$ cat src/rtl/lsv_pkg.sv
package lsv_pkg;
   typedef enum logic {
      PRI_UNLOCKED = 1'b0,
      PRI_LOCKED   = 1'b1
   } pri_state_e;

   localparam int unsigned GOOD_RUN = 4;
   localparam int unsigned RUN_W    = $clog2(GOOD_RUN);
endpackage

$ cat src/rtl/lsv_pulse_judge.sv
module lsv_pulse_judge #(
   parameter int unsigned CV_W          = 12,
   parameter int unsigned TO_W          = 16,
   parameter bit          TOL_INCLUSIVE = 1'b1
) (
   input  logic            clk,
   input  logic            rst,
   input  logic            line_stb,
   input  logic [CV_W-1:0] cv_sample,
   input  logic [CV_W-1:0] step_tol,
   input  logic [TO_W-1:0] miss_timeout,
   output logic            good_evt,
   output logic            bad_evt,
   output logic            miss_evt
);
   localparam logic [TO_W-1:0] TIMER_MAX = '1;

   logic [CV_W-1:0] prev_cv;
   logic            prev_valid;
   logic [TO_W-1:0] idle_timer;
   logic [CV_W-1:0] delta;
   logic            within_tol;

   always_comb begin
      if (cv_sample >= prev_cv) delta = cv_sample - prev_cv;
      else                      delta = prev_cv - cv_sample;
   end

   generate
      if (TOL_INCLUSIVE) begin : g_incl
         assign within_tol = (delta <= step_tol);
      end else begin : g_excl
         assign within_tol = (delta < step_tol);
      end
   endgenerate

   assign good_evt = line_stb && prev_valid && within_tol;
   assign bad_evt  = line_stb && prev_valid && !within_tol;
   assign miss_evt = !line_stb && (miss_timeout != '0) &&
                     (idle_timer == miss_timeout - 1'b1);

   always_ff @(posedge clk) begin
      if (rst) begin
         prev_cv    <= '0;
         prev_valid <= 1'b0;
         idle_timer <= '0;
      end else begin
         if (line_stb) begin
            prev_cv    <= cv_sample;
            prev_valid <= 1'b1;
         end
         if (line_stb || miss_evt)         idle_timer <= '0;
         else if (idle_timer != TIMER_MAX) idle_timer <= idle_timer + 1'b1;
      end
   end

   AST_EVENTS_EXCLUSIVE: assert property (@(posedge clk) disable iff (rst)
      $onehot0({good_evt, bad_evt, miss_evt}));
endmodule

$ cat src/rtl/lsv_lock_fsm.sv
module lsv_lock_fsm
   import lsv_pkg::*;
#(
   parameter int unsigned LOSS_W = 4
) (
   input  logic              clk,
   input  logic              rst,
   input  logic              good_evt,
   input  logic              bad_evt,
   input  logic              miss_evt,
   input  logic [LOSS_W-1:0] loss_thresh,
   output logic              locked
);
   localparam logic [RUN_W-1:0] RUN_LAST = RUN_W'(GOOD_RUN - 1);

   pri_state_e        state;
   logic [RUN_W-1:0]  good_run;
   logic [LOSS_W-1:0] loss_cnt;
   logic [LOSS_W:0]   loss_next;
   logic              fault_evt;

   assign fault_evt = bad_evt || miss_evt;
   assign loss_next = {1'b0, loss_cnt} + 1'b1;
   assign locked    = (state == PRI_LOCKED);

   always_ff @(posedge clk) begin
      if (rst) begin
         state    <= PRI_UNLOCKED;
         good_run <= '0;
         loss_cnt <= '0;
      end else begin
         unique case (state)
            PRI_UNLOCKED: begin
               loss_cnt <= '0;
               if (fault_evt) good_run <= '0;
               else if (good_evt) begin
                  if (good_run == RUN_LAST) begin
                     state    <= PRI_LOCKED;
                     good_run <= '0;
                  end else begin
                     good_run <= good_run + 1'b1;
                  end
               end
            end
            PRI_LOCKED: begin
               good_run <= '0;
               if (good_evt) loss_cnt <= '0;
               else if (fault_evt) begin
                  if (loss_next >= {1'b0, loss_thresh}) begin
                     state    <= PRI_UNLOCKED;
                     loss_cnt <= '0;
                  end else begin
                     loss_cnt <= loss_next[LOSS_W-1:0];
                  end
               end
            end
            default: state <= PRI_UNLOCKED;
         endcase
      end
   end

   AST_LOCK_AFTER_GOOD: assert property (@(posedge clk) disable iff (rst)
      $rose(locked) |-> $past(good_evt));
   AST_UNLOCK_HAS_CAUSE: assert property (@(posedge clk) disable iff (rst)
      $fell(locked) |-> $past(bad_evt || miss_evt));
endmodule

$ cat src/rtl/lsv_boost_ctrl.sv
module lsv_boost_ctrl #(
   parameter int unsigned DLY_W = 16
) (
   input  logic             clk,
   input  logic             rst,
   input  logic             locked,
   input  logic             fastlock_en,
   input  logic [DLY_W-1:0] boost_delay,
   output logic             cp_boost
);
   logic             hold;
   logic [DLY_W-1:0] hold_cnt;

   always_ff @(posedge clk) begin
      if (rst || !locked) begin
         hold     <= 1'b1;
         hold_cnt <= '0;
      end else if (hold) begin
         if (hold_cnt == boost_delay) hold <= 1'b0;
         else                         hold_cnt <= hold_cnt + 1'b1;
      end
   end

   assign cp_boost = fastlock_en && (hold || !locked);

   AST_BOOST_DROPS_LOCKED: assert property (@(posedge clk) disable iff (rst)
      ($fell(cp_boost) && $past(fastlock_en) && fastlock_en) |-> locked);
   AST_BOOST_OFF_DISABLED: assert property (@(posedge clk) disable iff (rst)
      !fastlock_en |-> !cp_boost);
endmodule

$ cat src/rtl/lsv_nolock_merge.sv
module lsv_nolock_merge #(
   parameter int unsigned N_PLL = 4
) (
   input  logic             clk,
   input  logic             rst,
   input  logic             pri_locked,
   input  logic [N_PLL-2:0] sec_locked,
   input  logic [N_PLL-1:0] lock_mask,
   input  logic [N_PLL-1:0] pll_pd,
   output logic [N_PLL-1:0] pll_nolock,
   output logic             nolock_any
);
   logic [N_PLL-1:0] visible;

   assign pll_nolock[0] = !pri_locked;

   generate
      for (genvar i = 1; i < N_PLL; i++) begin : g_sec
         assign pll_nolock[i] = !sec_locked[i-1];
      end
      for (genvar j = 0; j < N_PLL; j++) begin : g_vis
         assign visible[j] = pll_nolock[j] && !lock_mask[j] && !pll_pd[j];
      end
   endgenerate

   assign nolock_any = |visible;

   AST_MASK_SILENCES: assert property (@(posedge clk) disable iff (rst)
      (&(lock_mask | pll_pd)) |-> !nolock_any);
endmodule

$ cat src/rtl/pll_lock_supervisor.sv
module pll_lock_supervisor #(
   parameter int unsigned N_PLL         = 4,
   parameter int unsigned CV_W          = 12,
   parameter int unsigned LOSS_W        = 4,
   parameter int unsigned TO_W          = 16,
   parameter int unsigned DLY_W         = 16,
   parameter bit          TOL_INCLUSIVE = 1'b1
) (
   input  logic              clk,
   input  logic              rst,
   input  logic              line_stb,
   input  logic [CV_W-1:0]   cv_sample,
   input  logic [N_PLL-2:0]  sec_locked,
   input  logic [N_PLL-1:0]  pll_pd,
   input  logic [CV_W-1:0]   step_tol,
   input  logic [LOSS_W-1:0] loss_thresh,
   input  logic [TO_W-1:0]   miss_timeout,
   input  logic [N_PLL-1:0]  lock_mask,
   input  logic              fastlock_en,
   input  logic [DLY_W-1:0]  boost_delay,
   output logic [N_PLL-1:0]  pll_nolock,
   output logic              nolock_any,
   output logic              cp_boost
);
   generate
      if (N_PLL < 2)  begin : g_bad_npll $error("N_PLL must be at least 2"); end
      if (CV_W < 2)   begin : g_bad_cv   $error("CV_W must be at least 2"); end
      if (LOSS_W < 1) begin : g_bad_loss $error("LOSS_W must be at least 1"); end
      if (TO_W < 2)   begin : g_bad_to   $error("TO_W must be at least 2"); end
      if (DLY_W < 1)  begin : g_bad_dly  $error("DLY_W must be at least 1"); end
   endgenerate

   logic good_evt, bad_evt, miss_evt, pri_locked;

   lsv_pulse_judge #(.CV_W(CV_W), .TO_W(TO_W), .TOL_INCLUSIVE(TOL_INCLUSIVE)) u_judge (
      .clk(clk), .rst(rst), .line_stb(line_stb), .cv_sample(cv_sample),
      .step_tol(step_tol), .miss_timeout(miss_timeout),
      .good_evt(good_evt), .bad_evt(bad_evt), .miss_evt(miss_evt));

   lsv_lock_fsm #(.LOSS_W(LOSS_W)) u_fsm (
      .clk(clk), .rst(rst), .good_evt(good_evt), .bad_evt(bad_evt),
      .miss_evt(miss_evt), .loss_thresh(loss_thresh), .locked(pri_locked));

   lsv_boost_ctrl #(.DLY_W(DLY_W)) u_boost (
      .clk(clk), .rst(rst), .locked(pri_locked), .fastlock_en(fastlock_en),
      .boost_delay(boost_delay), .cp_boost(cp_boost));

   lsv_nolock_merge #(.N_PLL(N_PLL)) u_merge (
      .clk(clk), .rst(rst), .pri_locked(pri_locked), .sec_locked(sec_locked),
      .lock_mask(lock_mask), .pll_pd(pll_pd),
      .pll_nolock(pll_nolock), .nolock_any(nolock_any));

   AST_BOOST_WHILE_UNLOCKED: assert property (@(posedge clk) disable iff (rst)
      (fastlock_en && pll_nolock[0]) |-> cp_boost);
endmodule

$ cat config.mk
export PLATFORM = sky130hd
export DESIGN_NAME = pll_lock_supervisor
export DESIGN_NICKNAME = d
export VERILOG_FILES = /design/src/rtl/lsv_pkg.sv /design/src/rtl/lsv_pulse_judge.sv /design/src/rtl/lsv_lock_fsm.sv /design/src/rtl/lsv_boost_ctrl.sv /design/src/rtl/lsv_nolock_merge.sv /design/src/rtl/pll_lock_supervisor.sv
export SDC_FILE = /design/constraint.sdc
export NUM_CORES = 1
export LEC_CHECK = 0
export ABC_AREA = 0
export CAP_MARGIN = 20
export CORE_MARGIN = 2
export CORE_UTILIZATION = 55
export CTS_CLUSTER_SIZE = 8
export DETAILED_ROUTE_END_ITERATION = 8
export DONT_BUFFER_PORTS = 1
export PLACE_DENSITY = 0.81
export SYNTH_ARGS = -nofsm -noshare
export SYNTH_HDL_FRONTEND = slang
export SYNTH_SLANG_ARGS = --single-unit
$ cat constraint.sdc
create_clock -name clk -period 11.01 [get_ports clk]
set_input_delay 2.202 -clock clk [delete_from_list [all_inputs] [get_ports clk]]
set_output_delay 2.202 -clock clk [all_outputs]
set_load 0.005 [all_outputs]
### Word level (Yosys, flattened, before mapping)

Index checks and enable logic that the tools add are counted.

* output and inout bits: 6
* register bits: 53
* word-level logic and storage cells: 80
* bits of input ports: 75

* equality and inequality tests: 6
* reductions and logical operators: 36
* multiplexer cells: 18
* $lt $le $gt $ge: 3
* $add $sub $neg: 7
* bitwise logic cells: 2

Operators by type and width (number)
* $add 16x1->16 const B: 2
* $eq 16x16->1: 2
* $sub 12x12->12: 2
* $ne 16x16->1 const B: 1
* $reduce_bool 16->1: 1
* $sub 16x1->16 const B: 1
* $logic_and 1x1->1: 14
* $logic_not 1->1: 14
* $ge 12x12->1: 1
* $le 12x12->1: 1
* $mux 12: 1
* $mux 4: 3
* $mux 1: 8
* $pmux 4 s2: 1
* $mux 2: 3
* $add 4x1->5 const B: 1
* $ge 5x4->1: 1
* $logic_or 1x1->1: 4
* $pmux 2 s2: 1
* $reduce_or 4->1: 1
* $ne 3x2->1 const B: 1
* $ne 3x3->1 const B: 1
* $add 2x1->2 const B: 1
* $eq 2x2->1 const B: 1
* other kinds (4): 5

### Longest topological paths before layout

Gate-level depths: netlist (run 1).

* depth in word-level cells: 9
* depth in mapped cells: 21
* gate-level depth less buffers: 21

### Cells and area by module

From an unflattened synthesis (run 1), not the netlist that was laid out.

* cell total of the unflattened synthesis: 605
* area total of the unflattened synthesis: 4797.1 um^2

Modules (own cells, without submodules)
* lsv_pulse_judge: sequential area each 580.6 um^2, cells an instance 422, area an instance 3253.1 um^2, times used 1
* lsv_boost_ctrl: sequential area each 340.3 um^2, cells an instance 121, area an instance 1017.2 um^2, times used 1
* lsv_lock_fsm: sequential area each 140.1 um^2, cells an instance 53, area an instance 483.0 um^2, times used 1
* lsv_nolock_merge: sequential area each 0.0 um^2, cells an instance 9, area an instance 43.8 um^2, times used 1

### Worst setup path before layout (run 1)

No wires, ideal clock.

* kind: input port to flip-flop
* start point: in cv_sample[0]
* end point: reg u_fsm.good_run[1]
* stages on the path: 20
* required time: 10.946 ns
* library setup time: 0.064 ns
* arrival time: 6.410 ns
* path buffers: 1
* slack: 4.536 ns
* cell sequence: inv_1 ha_1 inv_1 fa_1 a21o_1 a21oi_1 a21oi_1 o41a_1 a31o_2 clkbuf_1 mux2_2 ha_1 nor2b_1 o21a_1 o21a_1 o21a_1 o31ai_1 nor2_1 or4_1 nor2_1

* word-level cells in the longest chain between the ends: 8
* elaborated cells between the ends (all ways): 12
* those cells by class: add/sub (2); order compare (2); eq/ne (1); mux (3); reduce/logical (4)

RTL lines
* start: declaration: line pll_lock_supervisor.sv:12 `input logic [CV_W-1:0] cv_sample,`
* $sub 12x12->12, or another cell as far along: line lsv_pulse_judge.sv:26 `else delta = prev_cv - cv_sample;`
* $mux 12 (*): line lsv_pulse_judge.sv:25 `if (cv_sample >= prev_cv) delta = cv_sample - prev_cv;`
* $le 12x12->1 (*): line lsv_pulse_judge.sv:31 `assign within_tol = (delta <= step_tol);`
* $logic_not 1->1: line lsv_pulse_judge.sv:38 `assign bad_evt = line_stb && prev_valid && !within_tol;`
* $logic_and 1x1->1: line lsv_pulse_judge.sv:38
* $logic_or 1x1->1: line lsv_lock_fsm.sv:22 `assign fault_evt = bad_evt || miss_evt;`
* $mux 2: line lsv_lock_fsm.sv:35 `if (fault_evt) good_run <= '0;`
* $pmux 2 s2: line lsv_lock_fsm.sv:32 `unique case (state)`
* end signal: assignment: line lsv_lock_fsm.sv:41 `good_run <= good_run + 1'b1;`
* end: declaration: line lsv_lock_fsm.sv:17 `logic [RUN_W-1:0] good_run;`

Every way passes the cells marked *; elsewhere a longest branch is shown, timed or not.
A chain may end at the register's enable or synchronous reset.

### Final worst setup path (run 1)

* start point: in cv_sample[0]
* end point: reg u_fsm.good_run[0]

Same word-level chain as after synthesis.

==> results.toml, run 1 <==
[route]
drcViolationCount = 0
detailedRoute.firstIterationViolations = 164
final_antenna_net_count = 0
via_count = 3876
routed_wl_mm = 9.59
wl_per_cell_um = 14.4
drt_pass1_iterations = 4
via_cell_ratio = 5.83

[power_and_ir_drop]
ir_worst_vdd_mv = 0.0598
power_density_nw_per_um2 = 92.4
static_leakage_uw = 0.00200

[yosys]
yosys_most_used_dff = "sky130_fd_sc_hd__dfxtp_1"
postSynthCellCount = 574
synth_largest_type_area_fraction_pct = 23.2
synth.lib_cells_used.distinct = 51
mappedNetlistArea_um2 = 4560
post_synthesis_area_per_instance_um2 = 7.95
ys_seq_elements = 53
yosys.area.top_type = "sky130_fd_sc_hd__dfxtp_1"
yosys-top-cells-area = "sky130_fd_sc_hd__dfxtp_1 23%, sky130_fd_sc_hd__ha_1 12%, sky130_fd_sc_hd__xor2_1 8.8%, sky130_fd_sc_hd__mux2i_1 6.1%, sky130_fd_sc_hd__nor2_1 5.6%"
number_of_enable_type_register_cells_in_the_synthesized_netlist = 0
ys_async_sr_fraction_pct = 0
register_area_share_after_synthesis_pct = 23.2
mappedNetlistNets = 695
synthMostInstantiatedCell = "sky130_fd_sc_hd__nor2_1"
synth_warnings = 0
ys_top_cells_by_count = "68 x sky130_fd_sc_hd__nor2_1, 53 x sky130_fd_sc_hd__dfxtp_1, 53 x sky130_fd_sc_hd__inv_1"

[cts]
max_buffers_root_to_sink = 2
worstSkewPairLatency_ns = 0.31
clk_transition_reported_paths_ns = 0.10
post_cts.resized_instances = 0
clock_tree_from_tritoncts = "built"
post_cts.repair.setup_buffers = 0
cts_hold_buffers = 0
ctsRootBufferMaster = "sky130_fd_sc_hd__clkbuf_8"
clock_tree.htree_level_count = 2
cts_num_sinks = 53
cts_inserted_buffers = 5

[sta]
rsz_0062_raised_after_global_routing = "false"
timing_worst_slew_pin_value_ns = 0.649
setup-violations-final = 0
tns_ns = 0
relSlewSlack_pct = 55.6
period_needed_ns = 6.42
final.period_utilization_pct = 58.3
timing.final.max_slew_violations = 0
clock_skew_ns = 0.00771
final_hold_viol_count = 0
max_freq_mhz = 156
final.hold.worst_slack_ns = 0.484

[placed_design]
place_hpwl_mm = 7.57
buffer_ports.inserted = 0
gpl.final_weighted_congestion = 0.957
dpl-instance-area_um2 = 4600

[worst_setup_path]
critPathTopFamily = "compound AO/OA/AOI/OAI gates"
worst-r2r-setup-slack_ns = 6.15
critical_path_required_ns = 11.26
data_arrival_time_at_the_worst_slack_endpoint_ns = 6.66
worstSetupPathType = "in -> reg"
critPathSlowestCell = "sky130_fd_sc_hd__o31ai_1"
worst_setup_path_end_kind = "flip-flop"
worst_path_largest_cell_delay_ns = 0.55
highest_net_fanout_along_the_worst_path = 14
timing.critical_path.buf_inv = 2
most_prevalent_standard_cell_on_the_critical_path = "sky130_fd_sc_hd__a21oi_1"
startpoint_type = "input port"
worstPathCellList = "inv_1 > ha_1 > inv_1 > fa_1 > a21o_1 > a21oi_1 > a21oi_1 > o41a_1 > a31o_2 > a211oi_1 > a21oi_1 > xor2_1 > ha_1 > a21oi_1 > nor2b_1 > o21ai_0 > nand2b_1 > o31ai_1 > nor2_1 > or4_1 > nor2_1"

[die]
core.rowCount = 33
die_width_um = 95.1
die_area_um2 = 9040
placeableCoreArea_um2 = 8130
io_pins = 81
start_util_pct = 56.1
chipHeight_um = 95.1

[layout]
finish.net_count = 680
area_of_all_placed_cells_without_fillers_um2 = 4700
drive_gt1_share_pct = 3.21
synthToLayoutAreaGrowth_pct = 2.88
antenna-diode-count = 0

[worst_hold_path]
holdCritPathClass = "reg -> reg"

[run]
drv_cap = 0

[global_route]
grt_remaining_overflow = 0
grt_util_overall_pct = 22.1
first_pass_grt_wire_length_mm = 16.4
number_of_antenna_violations_at_the_first_check_in_global_routing = 0
grt_pass1_vias = 3689
grt_max_degree = 22

[run_status]
run_status = "complete, no violations"
path summary, 6_finish.rpt:
| check | start | endpoint | cells past startpoint |
|---|---|---|---|
| worst min register to register | u_judge.prev_valid | u_judge.prev_valid | 2 |
| worst max register to register | u_judge.prev_cv[0] | u_fsm.good_run[0] | 20 |
| worst max-delay path | cv_sample[0] | u_fsm.good_run[0] | 21 |
| worst min-delay path | u_judge.prev_valid | u_judge.prev_valid | 2 |
power breakdown:
group          leakage, uW  total [uW]  switching [uW]  internal, uW
clock network    0.0000423         116            69.5          46.4
registers         0.000430         199            3.50           195
logic              0.00153         119            63.4          55.6
total              0.00200         434             136           297
kinds of logic (layout without fill, tap and decap cells):
| group | Yosys count | after routing | synth area share (%) |
|---|---|---|---|
| AOI/OAI and AO/OA | 95 | 95 | 13.6 |
| muxes | 29 | 29 | 6.39 |
| DFF | 53 | 53 | 23.2 |
| buffers and inverters | 75 | 61 | 6.44 |
| adders and majority gates | 46 | 46 | 12.9 |
| and+or+nand+nor | 202 | 202 | 23.2 |
| xor gates and xnor gates | 74 | 74 | 14.2 |
worst min-delay path, cell delays in order (launching register included):
cell	delay [ns]
sky130_fd_sc_hd__dfxtp_1	0.33
sky130_fd_sc_hd__nor2_1	0.08
sky130_fd_sc_hd__nor2_1	0.04
metrics by stage:
step	total power (uW)	cells	util [%]	setup slack [ns]
2_1_floorplan	302	574	-	4.54
3_3_place_gp	314	657	56.6	4.42
3_5_place_dp	320	657	56.6	4.30
4_1_cts	437	665	57.7	4.63
5_1_grt	463	665	57.7	4.21
6_report	434	665	57.7	4.59
layout make-up:
class,instances,area (um2)
well taps,105,131
clock buffers,5,68.8
flip-flops and latches,53,1060
multi-input cells,446,3210
fillers,748,3440
clock inverters,3,26.3
inverters,53,199
per-layer routing:
layer,track usage [%],part of all wire [%]
met4,5.43,1.1
met2,38.6,49
met1,28.1,45
met5,0,0
met3,4.11,5.0
registers in the layout (all words and copies together) (netlist names):
register,cells
u_boost.hold_cnt,16
u_judge.prev_valid,1
u_judge.idle_timer,16
u_judge.prev_cv,12
u_fsm.locked,1
u_fsm.good_run,2
u_fsm.loss_cnt,4
u_boost.hold,1
layout by cell type (no fill, tap or decap), types with 3 or more instances in the layout:
master	Yosys	layout
sky130_fd_sc_hd__mux2i_1	28	28
sky130_fd_sc_hd__o21bai_1	3	3
sky130_fd_sc_hd__xor2_1	46	46
sky130_fd_sc_hd__and2_1	4	4
sky130_fd_sc_hd__nor4_1	10	10
sky130_fd_sc_hd__clkbuf_8	0	5
sky130_fd_sc_hd__dfxtp_1	53	53
sky130_fd_sc_hd__nand3b_1	4	4
sky130_fd_sc_hd__a2111oi_0	3	3
sky130_fd_sc_hd__ha_1	44	44
sky130_fd_sc_hd__xnor2_1	28	28
sky130_fd_sc_hd__or3_1	6	6
sky130_fd_sc_hd__nor2b_1	7	7
sky130_fd_sc_hd__a31oi_1	6	6
sky130_fd_sc_hd__or4_1	4	4
sky130_fd_sc_hd__nand3_1	10	10
sky130_fd_sc_hd__inv_1	53	53
sky130_fd_sc_hd__nand2_1	26	26
sky130_fd_sc_hd__nor2_1	68	68
sky130_fd_sc_hd__nand4_1	16	16
sky130_fd_sc_hd__and4_1	7	7
sky130_fd_sc_hd__nor3_1	15	15
sky130_fd_sc_hd__a21oi_1	28	28
sky130_fd_sc_hd__and3_1	7	7
sky130_fd_sc_hd__a21o_1	15	15
sky130_fd_sc_hd__o21ai_0	13	13
sky130_fd_sc_hd__nand2b_1	6	6
sky130_fd_sc_hd__a211oi_1	10	10
sky130_fd_sc_hd__o21a_1	7	7
No activity file was read; power rests on OpenSTA's default activity.
==> run 2: changes to the inputs <==
Clock period 11.01 ns to 6.3 ns, I/O delays scaled along.
==> results.toml, run 2 (synthesized netlist as in run 1, its figures left out) <==
[run_status]
run_status = "complete, no violations"

[sta]
timing.final.max_slew_violations = 0
timing_worst_slew_pin_value_ns = 0.594
setup-violations-final = 0
tns_ns = 0
rsz_0062_raised_after_global_routing = "false"
clock_skew_ns = 0.00909
period_needed_ns = 5.47
final_hold_viol_count = 0
max_freq_mhz = 183
relSlewSlack_pct = 59.4
final.period_utilization_pct = 86.8

[die]
io_pins = 81
placeableCoreArea_um2 = 8130
chipHeight_um = 95.1
core.rowCount = 33
die_width_um = 95.1
start_util_pct = 56.1
die_area_um2 = 9040

[cts]
cts_inserted_buffers = 5
post_cts.resized_instances = 0
worstSkewPairLatency_ns = 0.31
post_cts.repair.setup_buffers = 0
cts_num_sinks = 53
clock_tree.htree_level_count = 2
clk_transition_reported_paths_ns = 0.11
clock_tree_from_tritoncts = "built"
ctsRootBufferMaster = "sky130_fd_sc_hd__clkbuf_8"
cts_hold_buffers = 0
max_buffers_root_to_sink = 2

[worst_hold_path]
holdCritPathClass = "reg -> reg"
min_path_cells = 2
min_to = "u_judge.prev_valid"
hold_start = "u_judge.prev_valid"

[placed_design]
gpl.final_weighted_congestion = 0.973
place_hpwl_mm = 7.56
buffer_ports.inserted = 0
dpl-instance-area_um2 = 4600

[worst_setup_path]
highest_net_fanout_along_the_worst_path = 14
worst_path_largest_cell_delay_ns = 0.55
critPathSlowestCell = "sky130_fd_sc_hd__o31ai_1"
critPathTopFamily = "compound AO/OA/AOI/OAI gates"
data_arrival_time_at_the_worst_slack_endpoint_ns = 5.69
r2r-start = "u_judge.prev_cv[0]"
worst_setup_path_end_kind = "flip-flop"
worstPathCellList = "inv_1 > ha_1 > inv_1 > fa_1 > a21o_1 > a21oi_1 > a21oi_1 > o41a_1 > a31o_2 > mux2_2 > ha_1 > nor2b_1 > o21a_1 > o21a_1 > o21a_1 > o31ai_1 > and2_1 > nor2_1 > nor4_1"
worstSetupPathType = "in -> reg"
most_prevalent_standard_cell_on_the_critical_path = "sky130_fd_sc_hd__o21a_1"
worst-r2r-setup-slack_ns = 1.43
startpoint_type = "input port"
worst_reg2reg_path_endpoint = "u_fsm.locked"
critical_path_required_ns = 6.52
timing.critical_path.buf_inv = 2
reg2reg_depth = 18

[layout]
antenna-diode-count = 0
synthToLayoutAreaGrowth_pct = 2.88
commonest_non_fill_non_tap_cells_in_the_layout = "68 x sky130_fd_sc_hd__nor2_1, 53 x sky130_fd_sc_hd__inv_1, 53 x sky130_fd_sc_hd__dfxtp_1"
final.fill_count = 726
ff_latch_area_um2 = 1060
multiInputGateArea_um2 = 3210
finish.net_count = 680
reg_top3 = "u_boost.hold_cnt x16, u_judge.idle_timer x16, u_judge.prev_cv x12"
drive_gt1_share_pct = 3.21
layout.cells.most_common = "sky130_fd_sc_hd__nor2_1"
area_of_all_placed_cells_without_fillers_um2 = 4700

[global_route]
grt_pass1_vias = 3711
first_pass_grt_wire_length_mm = 16.0
number_of_antenna_violations_at_the_first_check_in_global_routing = 0
grt_max_degree = 22
grt_remaining_overflow = 0
grt_util_overall_pct = 21.8

[route]
wl_per_cell_um = 14.2
routed_wl_mm = 9.43
via_cell_ratio = 5.79
via_count = 3848
drt_pass1_iterations = 4
detailedRoute.firstIterationViolations = 167
drcViolationCount = 0
final_antenna_net_count = 0

[power_and_ir_drop]
combPwrFrac_pct = 27.2
switching_share_pct = 31.4
ir_worst_vdd_mv = 0.0809
static_leakage_uw = 0.00200
cellInternalPower_uw = 520
power_density_nw_per_um2 = 161
seqPwrFrac_pct = 45.8
switching_power_uw = 238
clkPwrFrac_pct = 26.9

[run]
drv_cap = 0
[run 2: cell counts in the layout (fill, tap and decap cells not counted)]
Identical to the previous run, type by type.
[run 2: worst reg2reg max path, cell delays in order (launching register included)]
cell                      delay [ns]
sky130_fd_sc_hd__dfxtp_1        0.37
sky130_fd_sc_hd__ha_1           0.19
sky130_fd_sc_hd__inv_1          0.06
sky130_fd_sc_hd__fa_1           0.38
sky130_fd_sc_hd__a21o_1         0.17
sky130_fd_sc_hd__a21oi_1        0.29
sky130_fd_sc_hd__a21oi_1        0.11
sky130_fd_sc_hd__o41a_1         0.46
sky130_fd_sc_hd__a31o_2         0.40
sky130_fd_sc_hd__mux2_2         0.32
sky130_fd_sc_hd__ha_1           0.28
sky130_fd_sc_hd__nor2b_1        0.13
sky130_fd_sc_hd__o21a_1         0.16
sky130_fd_sc_hd__o21a_1         0.16
sky130_fd_sc_hd__o21a_1         0.16
sky130_fd_sc_hd__o31ai_1        0.55
sky130_fd_sc_hd__and2_1         0.29
sky130_fd_sc_hd__nor2_1         0.06
sky130_fd_sc_hd__nor4_1         0.25
[run 2: final cells by class]
| type | count | share of cell area [%] |
|---|---|---|
| Multi-Input combinational cell | 446 | 68.3 |
| Inverter | 53 | 4.24 |
| Clock buffer | 5 | 1.47 |
| Sequential cell | 53 | 22.6 |
| Clock inverter | 3 | 0.560 |
| Tap cell | 105 | 2.80 |
[run 2: metal layers]
metal	GRT usage (%)	vias to the layer above	share of wire, %	wire [um]
met4	7.13	0	1.1	108
met5	0	-	0	0
met3	4.74	15	5.4	512
li1	-	1959	-	-
met1	27.5	1758	46	4330
met2	37.0	116	47	4470
[run 2: power groups by stage]
stage | registers (uW) | logic (uW) | clock network, uW
CTS | 347 | 205 | 214
finish | 347 | 206 | 204
global route | 348 | 235 | 228
detailed placement | 355 | 204 | 0
floorplan | 353 | 176 | 0
global placement | 354 | 195 | 0
[run 2: worst max-delay path by stage]
| stage | start | end | slack (ns) | cells after the start |
|---|---|---|---|---|
| 2_1_floorplan | cv_sample[0] | u_fsm.good_run[1] | 0.77 | 20 |
| 3_3_place_gp | cv_sample[0] | u_fsm.good_run[1] | 0.66 | 19 |
| 3_5_place_dp | cv_sample[0] | u_fsm.locked | 0.52 | 19 |
| 4_1_cts | cv_sample[0] | u_fsm.locked | 0.85 | 19 |
| 5_1_grt | cv_sample[0] | u_fsm.locked | 0.44 | 21 |
| 6_report | cv_sample[0] | u_fsm.locked | 0.83 | 19 |
[run 2: stage by stage]
step                power (uW)  instances  hold slack, ns  worst slack, ns  util, %
global route               811        665           0.560            0.443     57.7
floorplan                  528        574           0.450            0.768        -
CTS                        766        665           0.485            0.847     57.7
global placement           549        657           0.464            0.660     56.6
detailed placement         558        657           0.469            0.520     56.6
finish                     757        665           0.485            0.829     57.7
